File: config.mk
export PLATFORM = sky130hd
export DESIGN_NAME = wdog_seq_top
export DESIGN_NICKNAME = d
export VERILOG_FILES = /design/src/rtl/wdog_pkg.sv /design/src/rtl/wdog_unlock.sv /design/src/rtl/wdog_counter.sv /design/src/rtl/wdog_pulse.sv /design/src/rtl/wdog_seq_top.sv
export SDC_FILE = /design/constraint.sdc
export NUM_CORES = 1
export LEC_CHECK = 0
export BUFFER_PORTS_ARGS = -buffer_cell sky130_fd_sc_hd__buf_2
export CELL_PAD_IN_SITES_DETAIL_PLACEMENT = 1
export CELL_PAD_IN_SITES_GLOBAL_PLACEMENT = 1
export CORE_ASPECT_RATIO = 0.75
export CORE_MARGIN = 1
export CORE_UTILIZATION = 48
export DETAILED_ROUTE_END_ITERATION = 10
export HOLD_SLACK_MARGIN = 0.03
export PLACE_DENSITY = 0.87
export SLEW_MARGIN = 20
export SYNTH_ARGS = -nofsm -noshare
export SYNTH_HDL_FRONTEND = slang
export SYNTH_SLANG_ARGS = --single-unit
File: constraint.sdc
create_clock -name clk_i -period 3.8 [get_ports clk_i]
set_input_delay 0 -clock clk_i [delete_from_list [all_inputs] [get_ports clk_i]]
set_output_delay 0 -clock clk_i [all_outputs]
set_load 0.03 [all_outputs]
File: src/rtl/wdog_pkg.sv
package wdog_pkg;

  localparam logic [7:0] KEY_FIRST  = 8'h1E;
  localparam logic [7:0] KEY_SECOND = 8'hE1;

  typedef enum logic [1:0] {
    WD_OFF  = 2'd0,
    WD_RUN  = 2'd1,
    WD_FIRE = 2'd2
  } wd_state_e;

endpackage

File: src/rtl/wdog_unlock.sv
module wdog_unlock #(
  parameter int          ADDR_W   = 8,
  parameter logic [7:0]  KEY_ADDR = 8'hA6
) (
  input  logic              clk_i,
  input  logic              rst_ni,
  input  logic              wr_en_i,
  input  logic [ADDR_W-1:0] wr_addr_i,
  input  logic [7:0]        wr_data_i,
  input  logic              block_i,
  output logic              refresh_o
);
  import wdog_pkg::*;

  logic pending_q, pending_d;
  logic key_hit;

  always_comb begin
    key_hit   = wr_en_i && (wr_addr_i == ADDR_W'(KEY_ADDR)) && !block_i;
    pending_d = pending_q;
    refresh_o = 1'b0;
    if (block_i) begin
      pending_d = 1'b0;
    end else if (key_hit) begin
      refresh_o = pending_q && (wr_data_i == KEY_SECOND);
      pending_d = (wr_data_i == KEY_FIRST);
    end
  end

  always_ff @(posedge clk_i or negedge rst_ni) begin
    if (!rst_ni) pending_q <= 1'b0;
    else         pending_q <= pending_d;
  end

  // any non-first byte to the key address leaves no partial sequence
  assert_cancel_R7: assert property (@(posedge clk_i) disable iff (!rst_ni)
    (wr_en_i && wr_addr_i == ADDR_W'(KEY_ADDR) && wr_data_i != KEY_FIRST) |=> !pending_q);

endmodule

File: src/rtl/wdog_counter.sv
module wdog_counter #(
  parameter int CNT_W = 14,
  parameter int SEL_W = 3
) (
  input  logic             clk_i,
  input  logic             rst_ni,
  input  logic             run_i,
  input  logic             clear_i,
  input  logic             tick_i,
  input  logic [SEL_W-1:0] sel_i,
  output logic             expire_o
);
  localparam int PRE_W = (1 << SEL_W) - 1;

  logic [PRE_W-1:0] pre_q, pre_d, mask;
  logic [CNT_W-1:0] core_q, core_d;
  logic             step;

  always_comb begin
    for (int b = 0; b < PRE_W; b++) mask[b] = (b < int'(sel_i));
    step     = tick_i && ((pre_q & mask) == mask);
    expire_o = run_i && !clear_i && step && (&core_q);
    pre_d    = pre_q;
    core_d   = core_q;
    if (!run_i || clear_i) begin
      pre_d  = '0;
      core_d = '0;
    end else if (tick_i) begin
      pre_d = pre_q + 1'b1;
      if (step) core_d = core_q + 1'b1;
    end
  end

  always_ff @(posedge clk_i or negedge rst_ni) begin
    if (!rst_ni) begin
      pre_q  <= '0;
      core_q <= '0;
    end else begin
      pre_q  <= pre_d;
      core_q <= core_d;
    end
  end

  // without a machine-cycle tick the count does not move
  assert_hold_no_tick_R8: assert property (@(posedge clk_i) disable iff (!rst_ni)
    (run_i && !tick_i && !clear_i) |=> $stable(core_q));

  // a refresh leaves count and prescaler at zero
  assert_refresh_clears_R4: assert property (@(posedge clk_i) disable iff (!rst_ni)
    clear_i |=> (core_q == '0 && pre_q == '0));

endmodule

File: src/rtl/wdog_pulse.sv
module wdog_pulse #(
  parameter int PULSE_LEN = 16
) (
  input  logic clk_i,
  input  logic rst_ni,
  input  logic start_i,
  input  logic tick_i,
  output logic active_o,
  output logic done_o
);
  localparam int PCW = (PULSE_LEN > 1) ? $clog2(PULSE_LEN) : 1;

  logic           active_q, active_d;
  logic [PCW-1:0] cnt_q, cnt_d;

  always_comb begin
    done_o   = active_q && tick_i && (cnt_q == PCW'(PULSE_LEN - 1));
    active_d = active_q;
    cnt_d    = cnt_q;
    if (start_i) begin
      active_d = 1'b1;
      cnt_d    = '0;
    end else if (done_o) begin
      active_d = 1'b0;
      cnt_d    = '0;
    end else if (active_q && tick_i) begin
      cnt_d = cnt_q + 1'b1;
    end
  end

  always_ff @(posedge clk_i or negedge rst_ni) begin
    if (!rst_ni) begin
      active_q <= 1'b0;
      cnt_q    <= '0;
    end else begin
      active_q <= active_d;
      cnt_q    <= cnt_d;
    end
  end

  assign active_o = active_q;

  // pulse length is counted only in machine cycles
  assert_pulse_hold_R8: assert property (@(posedge clk_i) disable iff (!rst_ni)
    (active_q && !tick_i) |=> active_q);

endmodule

File: src/rtl/wdog_seq_top.sv
module wdog_seq_top #(
  parameter int         CNT_W     = 14,
  parameter int         SEL_W     = 3,
  parameter int         PULSE_LEN = 16,
  parameter int         ADDR_W    = 8,
  parameter logic [7:0] KEY_ADDR  = 8'hA6,
  parameter logic [7:0] SEL_ADDR  = 8'hA7
) (
  input  logic              clk_i,
  input  logic              rst_ni,
  input  logic              mc_en_i,
  input  logic              wr_en_i,
  input  logic [ADDR_W-1:0] wr_addr_i,
  input  logic [7:0]        wr_data_i,
  output logic              rst_out_o
);
  import wdog_pkg::*;

  wd_state_e        state_q, state_d;
  logic [SEL_W-1:0] sel_q, sel_d;
  logic             refresh, expire, pulse_done, pulse_on, running;

  assign running = (state_q == WD_RUN);

  wdog_unlock #(.ADDR_W(ADDR_W), .KEY_ADDR(KEY_ADDR)) u_unlock (
    .clk_i     (clk_i),
    .rst_ni    (rst_ni),
    .wr_en_i   (wr_en_i),
    .wr_addr_i (wr_addr_i),
    .wr_data_i (wr_data_i),
    .block_i   (pulse_on),
    .refresh_o (refresh)
  );

  wdog_counter #(.CNT_W(CNT_W), .SEL_W(SEL_W)) u_counter (
    .clk_i    (clk_i),
    .rst_ni   (rst_ni),
    .run_i    (running),
    .clear_i  (refresh),
    .tick_i   (mc_en_i),
    .sel_i    (sel_q),
    .expire_o (expire)
  );

  wdog_pulse #(.PULSE_LEN(PULSE_LEN)) u_pulse (
    .clk_i    (clk_i),
    .rst_ni   (rst_ni),
    .start_i  (expire),
    .tick_i   (mc_en_i),
    .active_o (pulse_on),
    .done_o   (pulse_done)
  );

  always_comb begin
    sel_d = sel_q;
    if (wr_en_i && wr_addr_i == ADDR_W'(SEL_ADDR)) sel_d = wr_data_i[SEL_W-1:0];
    state_d = state_q;
    case (state_q)
      WD_OFF:  if (refresh)    state_d = WD_RUN;
      WD_RUN:  if (expire)     state_d = WD_FIRE;
      WD_FIRE: if (pulse_done) state_d = WD_OFF;
      default:                 state_d = WD_OFF;
    endcase
  end

  always_ff @(posedge clk_i or negedge rst_ni) begin
    if (!rst_ni) begin
      state_q <= WD_OFF;
      sel_q   <= '0;
    end else begin
      state_q <= state_d;
      sel_q   <= sel_d;
    end
  end

  assign rst_out_o = pulse_on;

  // disarmed watchdog never drives reset-out
  assert_off_quiet_R1: assert property (@(posedge clk_i) disable iff (!rst_ni)
    (state_q == WD_OFF) |-> !rst_out_o);

  // a completed sequence leaves the watchdog running
  assert_arm_R2: assert property (@(posedge clk_i) disable iff (!rst_ni)
    refresh |=> (state_q == WD_RUN));

  // only expiry leaves the running state
  assert_no_disarm_R5: assert property (@(posedge clk_i) disable iff (!rst_ni)
    (running && !expire) |=> running);

  // firing state and reset-out pulse agree
  assert_fire_pulse_R6: assert property (@(posedge clk_i) disable iff (!rst_ni)
    (state_q == WD_FIRE) |-> rst_out_o);

endmodule

; ---- Word-level counts from Yosys, hierarchy flattened
; Index checks and enable logic that the tools add are counted.
[totals]
regBits = 32
latchBits = 0
mem_bits_rw = 0
rom_bits = 0
inputBits = 20
out_inout_bits = 1
elab_cells = 70
memories = 0
[op_classes]
n_addsub = 3
mul = 0
div = 0
magnitude_cmp = 7
eq_ne = 11
shift = 0
n_mux = 18
bitwise_logic = 1
reduce_logical = 23
[op_table]
columns = cell, count
row1 = $mux W14, 3
row2 = $eq A8 B8 Y1 const B, 3
row3 = $add A14 B1 Y14 const B, 1
row4 = $mux W7, 2
row5 = $reduce_and A14 Y1, 1
row6 = $mux W4, 3
row7 = $logic_and A1 B1 Y1, 10
row8 = $lt A3 B3 Y1 const A, 3
row9 = $eq A8 B5 Y1 const B, 1
row10 = $reduce_bool A2 Y1, 4
row11 = $add A7 B1 Y7 const B, 1
row12 = $and A7 B7 Y7, 1
row13 = $eq A7 B7 Y1, 1
row14 = $lt A1 B3 Y1 const A, 2
row15 = $lt A2 B3 Y1 const A, 2
row16 = $mux W1, 6
row17 = $mux W2, 3
row18 = $pmux W2 S3, 1
row19 = $add A4 B1 Y4 const B, 1
row20 = $eq A4 B4 Y1 const B, 1
row21 = $ne A2 B2 Y1 const B, 2
row22 = $logic_not A1 Y1, 3
row23 = $reduce_and A3 Y1, 1
row24 = $reduce_bool A3 Y1, 1
row25 = 6 further kinds, 6

; ---- Longest topological paths before layout
; Gate-level depths: netlist of run 1.
[depth]
word_depth = 11
mapped_depth = 8
depth_no_buf = 6

; ---- By module
; A second synthesis of run 1 with hierarchy kept.
[unflattened]
cells_unflattened = 182
hier_area_um2 = 1734.2
[modules_own_cells]
columns = module, instances, cells_per_inst, area_per_inst_um2, seq_area_each_um2
row1 = wdog_counter, 1, 124, 1131.1, 525.5
row2 = wdog_pulse, 1, 26, 244.0, 125.1
row3 = wdog_seq_top, 1, 19, 237.7, 125.1
row4 = wdog_unlock, 1, 13, 121.4, 25.0

; ---- Least setup slack after synthesis of run 1
; OpenSTA, ideal clock, no wires.
[synth_path]
path_kind = register to register
start = reg sel_q[1]
end = reg u_counter.core_q[5]
setup_time_ns = 0.078
arrival_ns = 1.756
required_ns = 3.722
setup_slack_ns = 1.965
stages_incl_launch_ff = 8
n_path_buf = 2
synth_period_minus_slack_ns = 1.835
path_cell_list = dfrtp_1 -> a21boi_0 -> o21a_1 -> or2_1 -> buf_2 -> buf_6 -> or4_1 -> a21oi_1
[synth_between]
elab_chain_len = 6
elab_cells_between_ends = 12
cone_classes = 7 x order compare / 1 x eq/ne / 1 x bitwise / 3 x reduce/logical
[synth_rtl]
columns = item, line
row1 = start: declaration, wdog_seq_top.sv:20  ; logic [SEL_W-1:0] sel_q, sel_d;
row2 = start signal: assignment, wdog_seq_top.sv:72  ; sel_q <= sel_d;
row3 = "$lt A1 B3 Y1, or another cell as far along", wdog_counter.sv:20  ; for (int b = 0; b < PRE_W; b++) mask[b] = (b < int'(sel_i));
row4 = $and A7 B7 Y7, wdog_counter.sv:21  ; step = tick_i && ((pre_q & mask) == mask);
row5 = $eq A7 B7 Y1 (*), wdog_counter.sv:21
row6 = $logic_and A1 B1 Y1 (*), wdog_counter.sv:21
row7 = $reduce_bool A2 Y1 (no source line) (*), --
row8 = $reduce_and A2 Y1 (no source line) (*), --
row9 = end signal: assignment, wdog_counter.sv:40  ; core_q <= core_d;
row10 = end: declaration, wdog_counter.sv:16  ; logic [CNT_W-1:0] core_q, core_d;
; Mark *: on every way between the ends. The rest lies on a longest branch, timed or not.
; A chain may end at the register's enable or synchronous reset.

; ---- Worst setup path after layout of run 1
[layout_path]
start = in wr_data_i[1]
end = reg state_q[1]
[layout_between]
elab_chain_len = 10
elab_cells_between_ends = 11
cone_classes = 3 x eq/ne / 2 x mux / 6 x reduce/logical
[layout_rtl]
columns = item, line
row1 = start: declaration, wdog_seq_top.sv:14  ; input logic [7:0] wr_data_i,
row2 = $eq A8 B8 Y1 (*), wdog_unlock.sv:25  ; refresh_o = pending_q && (wr_data_i == KEY_SECOND);
row3 = $logic_and A1 B1 Y1 (*), wdog_unlock.sv:25
row4 = $mux W1 (*), wdog_unlock.sv:24  ; end else if (key_hit) begin
row5 = $mux W1 (*), wdog_unlock.sv:22  ; if (block_i) begin
row6 = $logic_not A1 Y1, wdog_counter.sv:22  ; expire_o = run_i && !clear_i && step && (&core_q);
row7 = $logic_and A1 B1 Y1 (3 in a row), wdog_counter.sv:22
row8 = $ne A2 B2 Y1 (no source line), --
row9 = $reduce_and A3 Y1 (no source line) (*), --
row10 = end signal: assignment, wdog_seq_top.sv:71  ; state_q <= state_d;
row11 = end: declaration, wdog_seq_top.sv:19  ; wd_state_e state_q, state_d;
; Marks and branches as above.

==> results of run 1 <==
[critical path: stages]
cell,delay [ps]
dlygate4sd3_1,560
buf_2,140
nor4b_1,440
a311o_1,890
nor3_4,150
a31o_2,260
[synth_stat cells, drive strengths merged, types with 3 or more instances]
| library cell | instances |
|---|---|
| nand4 | 8 |
| inv | 3 |
| mux2 | 3 |
| a21oi | 17 |
| or4 | 11 |
| nand2b | 3 |
| buf | 4 |
| nand2 | 12 |
| or3 | 3 |
| o31ai | 10 |
| nor3 | 3 |
| or2 | 3 |
| clkbuf | 4 |
| dfrtp | 32 |
| nor2 | 14 |
| nand3 | 9 |
| xor2 | 6 |
| ha | 3 |
[routing by layer]
metal / up-vias / part of all wire [%] / GRT usage [%]
met5: - / 0 / 0
met4: 0 / 1.6 / 11.1
met3: 10 / 3.4 / 5.99
met2: 38 / 51 / 48.4
met1: 757 / 44 / 31.9
li1: 707 / - / -
[state kept, by name (all words and copies together), names as in the netlist]
signal	flops
u_counter.core_q	14
state_q	2
u_unlock.pending_q	1
u_pulse.cnt_q	4
sel_q	3
u_counter.pre_q	7
u_pulse.active_o	1
[placed cells by master, fill, tap and decap left out, drive strengths merged, types with 7 or more instances in the layout]
cell type	n
or4	11
nand4	8
dfrtp	32
clkbuf	7
buf	20
nand2	12
nor2	14
nand3	9
o31ai	10
a21oi	17
[power by group through the flow]
stage          registers (W)  logic [W]  clock network [W]
4_1_cts             0.000344  0.0000413           0.000284
3_5_place_dp        0.000350  0.0000377                  0
3_3_place_gp        0.000350  0.0000353                  0
5_1_grt             0.000344  0.0000460           0.000299
6_report            0.000344  0.0000411           0.000280
2_1_floorplan       0.000350  0.0000176                  0
[final cells by class]
type	count	area (sq um)	share of cell area, %
Inverter	3	11.3	0.570
Tap cell	40	50.0	2.53
Multi-Input combinational cell	133	878	44.4
Timing Repair Buffer	24	140	7.09
Clock buffer	7	96.3	4.87
Sequential cell	32	801	40.5
[stage by stage]
step	hold slack (ps)	setup slack, ps	std cells	instance area (sq um)
2_1_floorplan	-296	1970	176	1740
3_3_place_gp	85.0	1780	228	1840
3_5_place_dp	89.0	1580	228	1840
4_1_cts	37.2	1490	239	1980
5_1_grt	71.0	1330	239	1980
6_report	53.5	1520	239	1980
[final timing paths]
| check | startpoint | endpoint | slack [ps] | cells past startpoint |
|---|---|---|---|---|
| max reg2reg | u_pulse.active_o | state_q[1] | 1610 | 4 |
| min in group asynchronous | rst_ni | u_counter.core_q[0] | 310 | 2 |
| min | wr_data_i[6] | u_unlock.pending_q | 50 | 4 |
| min reg2reg | state_q[1] | state_q[0] | 490 | 1 |
| max in group asynchronous | rst_ni | u_unlock.pending_q | 3020 | 2 |
| max | wr_data_i[1] | state_q[1] | 1520 | 6 |
[cell families after synthesis]
kind of cell	after synthesis	synth area share [%]
xor gates and xnor gates	8	4.03
muxes	5	3.10
AOI/OAI and AO/OA	40	15.2
DFF	32	46.1
and+or+nand+nor	77	26.1
adders and majority gates	3	2.16
buffers and inverters	11	3.38
[repair_timing]
| action | CTS | global route |
|---|---|---|
| setup endpoints to repair | 0 | 0 |
| hold buffers | 4 | 0 |
| hold endpoints to repair | 35 | 0 |
==> metrics, run 1 <==
status completed; share of cells above drive strength 1 18.1%; main area contributors after synthesis dfrtp_1 (46%), a21oi_1 (4.9%), or4_1 (4.8%); initial core utilization 51.4%; post-CTS sizing 0; period utilization 60.1%; Max-cap violations 0; Die W 71.5 microns; initial antenna violation count 0; cts bufs inserted 5; Req. time, crit path 3970 ps; DR WL/cell 19.1 microns; Placeable Area 3380 sq um; largest net degree at the start of global routing 33; Worst-Skew Late Latency 280 ps; FILL cells 399; Die Height 54.1 microns; CTS max path bufs 2; Post-Syn Area 1740 sq um; final core utilization 58.5%; ant diodes 0; Avg Inst Size Synth 9.87 sq um; Clock Sinks 32; dpl hpwl 3.09 mm; Sequential Power Share 51.7%; DR iter-0 viols 60; Setup Buffers After CTS 0; drt pass-1 iters 4; Final ANT Viol Nets 0; asr flop ratio synth 100%; predominant post-synthesis flop cell dfrtp_1; Critical Path Source Type primary input; Sw Ratio 21.9%; num rows 18; Post-synth EDFFs 0; GPL Wtd Cong 0.811; PnR Total Power 0.000665 W; Setup crit end kind register; Congestion Overflow GR 0; P_leak 0.815 nW; Synth Instances 176; clk_skew 4.60 ps; Avg Vias per Cell 6.33; CTS Root Buffer Type clkbuf_8; Worst-Margin Slew 973 ps; worst slew margin relative to its limit 35.1%; Clock transition at path regs 60 ps; Worst VDD drop 0.000152 V; Total Neg Setup Slack 0 ps; PwrDens 337 nW/um^2; Hold Crit Class primary input to register; setup repair after global routing missed its margin false; clock power share 42.1%; io pins 21; Internal 0.000520 W; first-pass GRT wire length 7.60 mm; Syn Nets 199; Setup Crit Path Kind primary input to register; cell taking the most area after synthesis dfrtp_1; max-slew violations 0; CTS tree yes; vias post-DR 1,512; final setup fails 0; vias in the first global route 1,539; Worst Path Arrival 2450 ps; final wirelength 4.56 mm; Psw 0.000145 W; YS warnings 0; post-route minimum period 2280 ps; # H-tree levels 2; post-synthesis sequential area ratio 46.1%; top-area cell type share of the netlist area 46.1%; combinational share of power 6.2%; synth-to-layout area growth 13.8%; PortBufs 20; Peak Freq 438 MHz; total global-route track usage 26.9%; Yosys cell types 45; Synth Register Bits 32; Crit Path Max Fanout 22; Fin. Hold Viols 0; drc violations 0; die area 3870 sq um; # nets final 222
(Power assumes the default switching activity.)
==> run 2: changes to the inputs <==
CORE_UTILIZATION = 44   (was 48)
PLACE_DENSITY = 0.81   (was 0.87)
clock period = 2.23 ns   (was 3.8 ns; I/O delays follow)
==> run 2 against run 1 <==
Effect of this change: worst setup slack worse by 1400 ps; non-clock buffer count is 3 higher; routed wire length is 5.3% lower; clock skew is 3.2 ps higher; critical endpoint is now u_counter.core_q[7]; highest routed layer unchanged; total power is 91% higher; sequential cell count stayed put; utilization is 3.3 points lower.
==> metrics, run 2 (synthesis results as in run 1) <==
Max-cap violations 0; GPL Wtd Cong 0.742; Critical Path Source Type register; DR iter-0 viols 78; final core utilization 55.3%; CTS max path bufs 2; CTS Root Buffer Type clkbuf_8; clk_skew 7.76 ps; synth-to-layout area growth 17.9%; Worst Path Arrival 2300 ps; Largest register FFs 14; register with the most flip-flops u_counter.core_q; cts bufs inserted 5; Setup Crit Path Kind register to register; worst slew margin relative to its limit 53.1%; DR WL/cell 16.9 microns; GR Util met3 5.75%; Crit Path Max Fanout 24; Die Height 56.4 microns; Clock Sinks 32; post-route minimum period 2100 ps; P_leak 0.846 nW; most frequent cells in the layout dfrtp_1 (32), buf_2 (20), a21oi_1 (17), nor2_1 (14), nand2_1 (12); Regs by FF count u_counter.core_q x14, u_counter.pre_q x7, u_pulse.cnt_q x4; largest net degree at the start of global routing 33; die area 4210 sq um; Req. time, crit path 2430 ps; vias in the first global route 1,562; drc violations 0; placed cells 243; max-slew violations 0; Final ANT Viol Nets 0; drt pass-1 iters 4; met1 Use GR 31.2%; Total Neg Setup Slack 0 ps; Placeable Area 3710 sq um; initial antenna violation count 0; Setup crit end kind register; most common cell after layout, fill and taps aside dfrtp_1; Avg Vias per Cell 5.87; first-pass GRT wire length 7.46 mm; Most Crowded Layer GR met2; # H-tree levels 2; ant diodes 0; Die W 74.6 microns; initial core utilization 46.9%; Congestion Overflow GR 0; io pins 21; dpl hpwl 3.09 mm; final setup fails 0; status completed; period utilization 94.3%; final wirelength 4.32 mm; Clock transition at path regs 70 ps; total global-route track usage 23.8%; CTS tree yes; num rows 19; setup repair after global routing missed its margin false; vias post-DR 1,497; Worst VDD drop 0.000328 V; Worst-Margin Slew 703 ps; PwrDens 620 nW/um^2; Hold Crit Class primary input to register; Peak Freq 475 MHz; # nets final 225; PortBufs 20; fin cells 255; share of cells above drive strength 1 20.7%; Worst-Skew Late Latency 290 ps; Fin. Hold Viols 0; met2 global-route usage 37.6%
run 2: worst paths after layout:
kind | from | endpoint | slack, ps | cells after the start
max in group asynchronous | rst_ni | u_counter.core_q[8] | 1490 | 2
setup reg to reg | sel_q[1] | u_counter.core_q[7] | 130 | 5
hold reg to reg | state_q[1] | state_q[0] | 480 | 1
min in group asynchronous | rst_ni | u_counter.core_q[13] | 300 | 2
setup / recovery | sel_q[1] | u_counter.core_q[7] | 130 | 5
hold / removal | wr_data_i[7] | u_unlock.pending_q | 30 | 4
run 2: metrics by stage:
| stage | hold slack (ps) | cell area (sq um) | worst slack [ps] | power (W) |
|---|---|---|---|---|
| global placement | 90.2 | 1880 | 250 | 0.000660 |
| finish | 33.0 | 2050 | 127 | 0.00127 |
| detailed placement | 93.3 | 1880 | 109 | 0.000664 |
| floorplan | -296 | 1740 | 395 | 0.000626 |
| global route | 77.5 | 2050 | 38.7 | 0.00131 |
| CTS | 30.8 | 2040 | 60.1 | 0.00128 |
run 2: per-layer routing:
metal  up-vias  share of wire (%)
li1        710                  -
met1       752                 45
met2        23                 50
met3        12                3.1
met4         0                2.0
met5         -                  0
run 2: final cells by class:
cell class	count	area, sq um
Inverter	3	11.3
Tap cell	52	65.1
Fill cell	446	1660
Clock buffer	7	96.3
Clock inverter	1	30.0
Timing Repair Buffer	27	163
Multi-Input combinational cell	133	883
Sequential cell	32	801
run 2: power by group:
group           total, W  internal, W  switching (W)
registers       0.000586     0.000583     0.00000278
logic          0.0000735    0.0000321      0.0000414
clock network   0.000611     0.000394       0.000217
run 2: timing repair:
item / CTS / global route
setup endpoints to repair: 0 / 6
endpoints found under the hold margin: 35 / 0
hold buffers: 4 / 0
buffers inserted: 0 / 0
gates resized for setup: 0 / 2
run 2: critical path, stage by stage (launching register included):
cell,delay [ps]
dfrtp_1,420
a21boi_0,150
o21a_1,190
or2_2,460
or4_1,570
a21oi_1,200
